`src/rtl/tw_pkg.sv`:
```
package tw_pkg;

  localparam int unsigned SLOTS_PER_BIT = 3;

  typedef enum logic [1:0] {
    SLOT_TDI = 2'd0,
    SLOT_TMS = 2'd1,
    SLOT_TDO = 2'd2
  } slot_e;

  typedef struct packed {
    logic tdi;
    logic tms;
    logic cap;
  } bit_req_t;

endpackage

```
`src/rtl/tw_tck_gen.sv`:
```
module tw_tck_gen #(
  parameter int unsigned HALF_DIV = 2
) (
  input  logic clk,
  input  logic rst,
  input  logic run,
  output logic tck,
  output logic rise_now,
  output logic fall_now
);
  localparam int unsigned CW = (HALF_DIV > 1) ? $clog2(HALF_DIV) : 1;
  localparam logic [CW-1:0] LAST = CW'(HALF_DIV - 1);

  logic [CW-1:0] cnt;
  logic          phase_end;

  assign phase_end = run && (cnt == LAST);
  assign rise_now  = phase_end && !tck;
  assign fall_now  = phase_end && tck;

  always_ff @(posedge clk) begin
    if (rst || !run) begin
      cnt <= '0;
      tck <= 1'b0;
    end else if (phase_end) begin
      cnt <= '0;
      tck <= !tck;
    end else begin
      cnt <= cnt + 1'b1;
    end
  end
endmodule

```
`src/rtl/tw_slot_seq.sv`:
```
module tw_slot_seq
  import tw_pkg::*;
(
  input  logic     clk,
  input  logic     rst,
  input  logic     accept,
  input  bit_req_t req,
  input  logic     rise_now,
  input  logic     fall_now,
  output logic     busy,
  output logic     drv,
  output logic     oe,
  output logic     sample_now,
  output logic     done_now,
  output logic     cap
);
  slot_e    slot;
  bit_req_t hold;

  assign sample_now = busy && rise_now && (slot == SLOT_TDO);
  assign done_now   = busy && fall_now && (slot == SLOT_TDO);
  assign cap        = hold.cap;

  always_ff @(posedge clk) begin
    if (rst) begin
      busy <= 1'b0;
      slot <= SLOT_TDI;
      hold <= '0;
      drv  <= 1'b0;
      oe   <= 1'b0;
    end else if (!busy) begin
      if (accept) begin
        busy <= 1'b1;
        slot <= SLOT_TDI;
        hold <= req;
        drv  <= !req.tdi;
        oe   <= 1'b1;
      end
    end else if (fall_now) begin
      unique case (slot)
        SLOT_TDI: begin
          slot <= SLOT_TMS;
          drv  <= hold.tms;
        end
        SLOT_TMS: begin
          slot <= SLOT_TDO;
          drv  <= 1'b0;
          oe   <= 1'b0;
        end
        default: begin
          slot <= SLOT_TDI;
          busy <= 1'b0;
        end
      endcase
    end
  end
endmodule

```
`src/rtl/tw_rsp_reg.sv`:
```
module tw_rsp_reg (
  input  logic clk,
  input  logic rst,
  input  logic sample_now,
  input  logic line_in,
  input  logic done_now,
  input  logic cap,
  input  logic rsp_ready,
  output logic rsp_valid,
  output logic rsp_tdo
);
  logic sampled;

  always_ff @(posedge clk) begin
    if (rst) begin
      sampled   <= 1'b0;
      rsp_valid <= 1'b0;
      rsp_tdo   <= 1'b0;
    end else begin
      if (sample_now) sampled <= line_in;
      if (done_now && cap) begin
        rsp_valid <= 1'b1;
        rsp_tdo   <= sampled;
      end else if (rsp_valid && rsp_ready) begin
        rsp_valid <= 1'b0;
      end
    end
  end
endmodule

```
`src/rtl/tw_scan_serializer.sv`:
```
module tw_scan_serializer
  import tw_pkg::*;
#(
  parameter int unsigned HALF_DIV = 2
) (
  input  logic clk,
  input  logic rst,
  input  logic req_valid,
  output logic req_ready,
  input  logic req_tdi,
  input  logic req_tms,
  input  logic req_capture,
  output logic rsp_valid,
  input  logic rsp_ready,
  output logic rsp_tdo,
  output logic tck,
  output logic tmsc_o,
  output logic tmsc_oe,
  input  logic tmsc_i
);
  logic     busy, rise_now, fall_now, sample_now, done_now, cap, accept;
  bit_req_t req;

  assign req       = '{tdi: req_tdi, tms: req_tms, cap: req_capture};
  assign req_ready = !busy && !rsp_valid;
  assign accept    = req_valid && req_ready;

  tw_tck_gen #(.HALF_DIV(HALF_DIV)) u_tck (
    .clk(clk), .rst(rst), .run(busy),
    .tck(tck), .rise_now(rise_now), .fall_now(fall_now)
  );

  tw_slot_seq u_seq (
    .clk(clk), .rst(rst), .accept(accept), .req(req),
    .rise_now(rise_now), .fall_now(fall_now),
    .busy(busy), .drv(tmsc_o), .oe(tmsc_oe),
    .sample_now(sample_now), .done_now(done_now), .cap(cap)
  );

  tw_rsp_reg u_rsp (
    .clk(clk), .rst(rst), .sample_now(sample_now), .line_in(tmsc_i),
    .done_now(done_now), .cap(cap), .rsp_ready(rsp_ready),
    .rsp_valid(rsp_valid), .rsp_tdo(rsp_tdo)
  );
endmodule

```
`config.mk`:
```
export PLATFORM = sky130hd
export DESIGN_NAME = tw_scan_serializer
export DESIGN_NICKNAME = d
export VERILOG_FILES = /design/src/rtl/tw_pkg.sv /design/src/rtl/tw_tck_gen.sv /design/src/rtl/tw_slot_seq.sv /design/src/rtl/tw_rsp_reg.sv /design/src/rtl/tw_scan_serializer.sv
export SDC_FILE = /design/constraint.sdc
export NUM_CORES = 1
export LEC_CHECK = 0
export ABC_AREA = 0
export CORE_AREA = 2 2 39 41
export DETAILED_ROUTE_END_ITERATION = 8
export DIE_AREA = 0 0 41 43
export GPL_TIMING_DRIVEN = 1
export PLACE_DENSITY = 0.66
export SLEW_MARGIN = 20
export SYNTH_ARGS = -nofsm -noshare
export SYNTH_HDL_FRONTEND = slang
export SYNTH_SLANG_ARGS = --single-unit
```
`constraint.sdc`:
```
create_clock -name clk -period 2.44 [get_ports clk]
set_clock_uncertainty 0.1 [all_clocks]
set_input_delay 0.488 -clock clk [delete_from_list [all_inputs] [get_ports clk]]
set_output_delay 0.488 -clock clk [all_outputs]
set_load 0.02 [all_outputs]
```
Word-level counts from Yosys, hierarchy flattened
Cells that the tools add are included.
- add/sub/neg operators: 1
- equality and inequality tests: 5
- multiplexer cells: 18
- bitwise logic cells: 1
- reduce and logical (&&, ||, !) cells: 25
- operators by type and width (operator ; number):
    $mux 1 ; 13
    $logic_and 1x1->1 ; 11
    $mux 2 ; 3
    $reduce_and 3->1 ; 2
    $logic_not 1->1 ; 4
    $pmux 2 s2 ; 1
    $reduce_and 2->1 ; 2
    $reduce_bool 2->1 ; 2
    $reduce_or 2->1 ; 2
    $ne 3x3->1 const B ; 1
    $eq 2x1->1 const B ; 1
    $eq 2x2->1 const B ; 1
    $logic_not 2->1 ; 1
    $ne 2x1->1 const B ; 1
    $ne 2x2->1 const B ; 1
    $pmux 1 s2 ; 1
    $add 1x1->1 const B ; 1
    $logic_or 1x1->1 ; 1
    $not 1->1 ; 1
- register bits after elaboration: 12
- output and inout bits: 6
- word-level logic and storage cells: 61

Longest topological paths before layout
- depth after elaboration: 6
- gate-level depth with buffers: 4
- mapped depth without buffers: 3

Modules after synthesis
Synthesis repeated with hierarchy kept, for this count alone.
- cell total of the unflattened synthesis: 53
- area total of the unflattened synthesis: 525.5 sq um
- by module, submodules not included (module ; times used ; cells an instance ; area each (sq um)):
    tw_slot_seq ; 1 ; 31 ; 319.1
    tw_rsp_reg ; 1 ; 11 ; 112.6
    tw_tck_gen ; 1 ; 9 ; 77.6
    tw_scan_serializer ; 1 ; 2 ; 16.3

Least setup slack after synthesis
Ideal clock, no wire load.
- path type: input to register
- start: in req_valid
- end: reg u_seq.drv
- library setup time: 0.133 ns
- arrival: 1.373 ns
- required time: 2.207 ns
- slack: 0.834 ns
- stages on the path: 4
- cell sequence: or3b_2 > buf_6 > a221oi_1 > a311oi_1
- word-level cells in the longest chain between the ends: 3
- ends and longest elaborated chain (what ; line ; text):
    from (decl) ; tw_scan_serializer.sv:8 ; input logic req_valid,
    $logic_and 1x1->1 ; tw_scan_serializer.sv:26 ; assign accept = req_valid && req_ready;
    $reduce_bool 2->1 (no source line) ; n/a ;
    $reduce_and 3->1 (no source line) ; n/a ;
    to (signal assigned) ; tw_slot_seq.sv:36 ; drv <= !req.tdi;
    to (signal assigned) ; tw_slot_seq.sv:43 ; drv <= hold.tms;
    to (decl) ; tw_slot_seq.sv:11 ; output logic drv,
Every way passes these cells.
A chain may end at the register's enable or synchronous reset.

Final worst setup path
- start: reg u_seq.busy
- end: out req_ready
- word-level cells in the longest chain between the ends: 2
- ends and longest elaborated chain (what ; line ; text):
    from (decl) ; tw_slot_seq.sv:10 ; output logic busy,
    from (signal assigned) ; tw_slot_seq.sv:26 ; busy <= 1'b0;
    from (signal assigned) ; tw_slot_seq.sv:33 ; busy <= 1'b1;
    from (signal assigned) ; tw_slot_seq.sv:52 ; busy <= 1'b0;
    $logic_not 1->1 ; n/a ;
    $logic_and 1x1->1 ; tw_scan_serializer.sv:25 ; assign req_ready = !busy && !rsp_valid;
    to (decl) ; tw_scan_serializer.sv:9 ; output logic req_ready,
Every way passes these cells.

==> impl_metrics.tcl <==
set metrics [dict create \
    ys_seq_area_frac 0.467 \
    worstMarginPinSlew_ns 0.401 \
    die_w_um 41 \
    cp_cell_sequence "nor2_1 > clkdlybuf4s50_1" \
    holdWs_ns 0.361 \
    clkTransAtPathRegs_ns 0.07 \
    layout.nets 81 \
    layout_min_cycle_time_ns 2.10 \
    clockRootBuffer "clkbuf_4" \
    path_class "flip-flop to output pin" \
    cp.required_ns 1.85 \
    antenna_found_initial 0 \
    cts_made_buffers 3 \
    drc_errors 0 \
    ys_seq_elements 12 \
    final-hold-violation-count 0 \
    viasPerCell 5.10 \
    core_um2 1380 \
    cp_max_fo 11 \
    area_growth_pct 31.9 \
    diodes 0 \
    initial_core_util 0.372 \
    grt_use_met2 0.166 \
    grt_max_degree 12 \
    final_util 0.490 \
    fin_cells 88 \
    rsz0062_at_grt "false" \
    cp_data_arrival_time_ns 1.51 \
    clk_latency_ns 0.26 \
    grt_pass1_vias 402 \
    drtAntennaViolNets 0 \
    p_leak_nw 0.229 \
    crit_path_start "u_seq.busy" \
    power_mw 0.409 \
    postLayoutCellArea_um2 678 \
    die_y_um 43 \
    cp-start-kind "flip-flop" \
    drtPass1Iterations 2 \
    wl_per_cell_um 10.9 \
    r2r-start "u_seq.busy" \
    crit_path_top_delay_cell "clkdlybuf4s50_1" \
    hold_buffers 0 \
    setup_viol 0 \
    grt_overflow_total 0 \
    cts_tree "done" \
    synth_warnings 0 \
    min-delay-start "u_seq.hold[1]" \
    vdd_ir_drop_max_mv 0.346 \
    track_usage 0.139 \
    top_usage_layer "met1" \
    post_cts_buffers 0 \
    dpl.hpwl_um 707 \
    slew_headroom 0.732 \
    drt-initial-drc-count 2 \
    max_cap_viol_count 0 \
    p_per_area_nw_per_um2 603 \
    synth.cell_area_um2 514 \
    worst_slack_ns 0.338 \
    syn_avg_cell_area_um2 8.87 \
    crit_path_max_incr_delay_ns 0.63 \
    grt_pass1_wl_mm 1.65 \
    dpl_worst_slack_ns 0.289 \
    portBuffers 13 \
    tns_ns 0 \
    clockBufferDepth 2 \
    synth.distinct_cells 24 \
    dieArea_um2 1760 \
    syn_inst 58 \
    fmax_mhz 476 \
    syn_nets 66 \
    fin_crit_sh 0.862 \
    postCtsResizedCells 0 \
    rows 14 \
    slew_violations 0 \
    ios 14 \
    grt_use_met3 0.0524 \
    htree_levels 1 \
    drive_above_1_share 0.0972 \
    wl_um 958 \
    gp_congestion 0.655 \
    end_kind "output pin" \
    use_met1 0.196 \
    num_vias 449 \
    cts_sinks 12 \
    dpl.cell_count 84 \
    status "finished clean" \
    hold_class "flip-flop to flip-flop" \
    placed_cell_area_um2 642 \
]
## metal layers
| metal | vias to the layer above | share of wire |
|---|---|---|
| li1 | 234 | - |
| met1 | 205 | 0.46 |
| met2 | 8 | 0.46 |
| met3 | 2 | 0.051 |
| met4 | 0 | 0.020 |
| met5 | - | 0 |
## path summary, 6_finish.rpt
path                         to  slack, ns  cells past startpoint
hold reg to reg   u_seq.hold[1]       0.36                      2
setup reg to reg      u_seq.drv       0.84                      3
hold / removal    u_seq.hold[1]       0.36                      2
setup / recovery      req_ready       0.34                      2
## cell families (layout without fill, tap and decap cells)
group | Yosys count | in the layout | share of synthesized area
compound gates | 15 | 15 | 0.168
buf+inv | 6 | 20 | 0.0657
xor+xnor | 1 | 1 | 0.0170
flops | 12 | 12 | 0.467
simple gates | 24 | 24 | 0.282
## synthesized netlist by cell type
master      n  area share
nand3_1     4       0.039
a311oi_1    1       0.017
and2_1      1       0.012
o21ai_0     4       0.039
nand3b_1    1       0.015
a2bb2oi_1   1       0.017
or3b_2      1       0.017
nor2_1      5       0.037
buf_4       1       0.015
dfxtp_1    12        0.47
inv_1       3       0.022
nand3_2     1       0.019
or2_2       1       0.012
nand2_1     3       0.022
nand4_1     1       0.012
a221oi_1    1       0.017
xnor2_1     1       0.017
a21oi_1     8       0.078
nand2b_1    2       0.024
buf_6       1       0.022
nand4b_1    2       0.034
clkbuf_1    1      0.0073
or4b_1      1       0.019
and4b_1     1       0.019
## worst max-delay path: cells and delay by family, from the launching register on
family / cells / cell delay, ns
buffers and inverters: 1 / 0.63
DFF: 1 / 0.41
and+or+nand+nor: 1 / 0.21
## cells in the final DEF (no fill, tap or decap), types with 2 or more instances in the layout
master           count
clkdlybuf4s50_1     13
dfxtp_1             12
a21oi_1              8
nor2_1               5
nand3_1              4
o21ai_0              4
inv_1                3
nand2_1              3
clkbuf_4             3
nand4b_1             2
nand2b_1             2
## report_power, final
group	switching, mW	internal, mW
registers	0.00856	0.203
clock network	0.0617	0.0905
logic	0.0202	0.0250
total	0.0905	0.319
## state kept, by name, summed over array words and instances (netlist names)
signal           cells
u_rsp.rsp_tdo        1
u_rsp.rsp_valid      1
u_rsp.sampled        1
u_seq.busy           1
u_seq.cap            1
u_seq.drv            1
u_seq.hold           1
u_seq.oe             1
u_seq.slot           2
u_tck.cnt            1
u_tck.tck            1
## final cells by class
class / instances / area [µm²]
Multi-Input combinational cell: 40 / 240
Sequential cell: 12 / 240
Tap cell: 16 / 20.0
Inverter: 3 / 11.3
Clock buffer: 4 / 36.3
Timing Repair Buffer: 13 / 130
Fill cell: 136 / 706
Note: power is estimated with default switching activity, not from simulation.
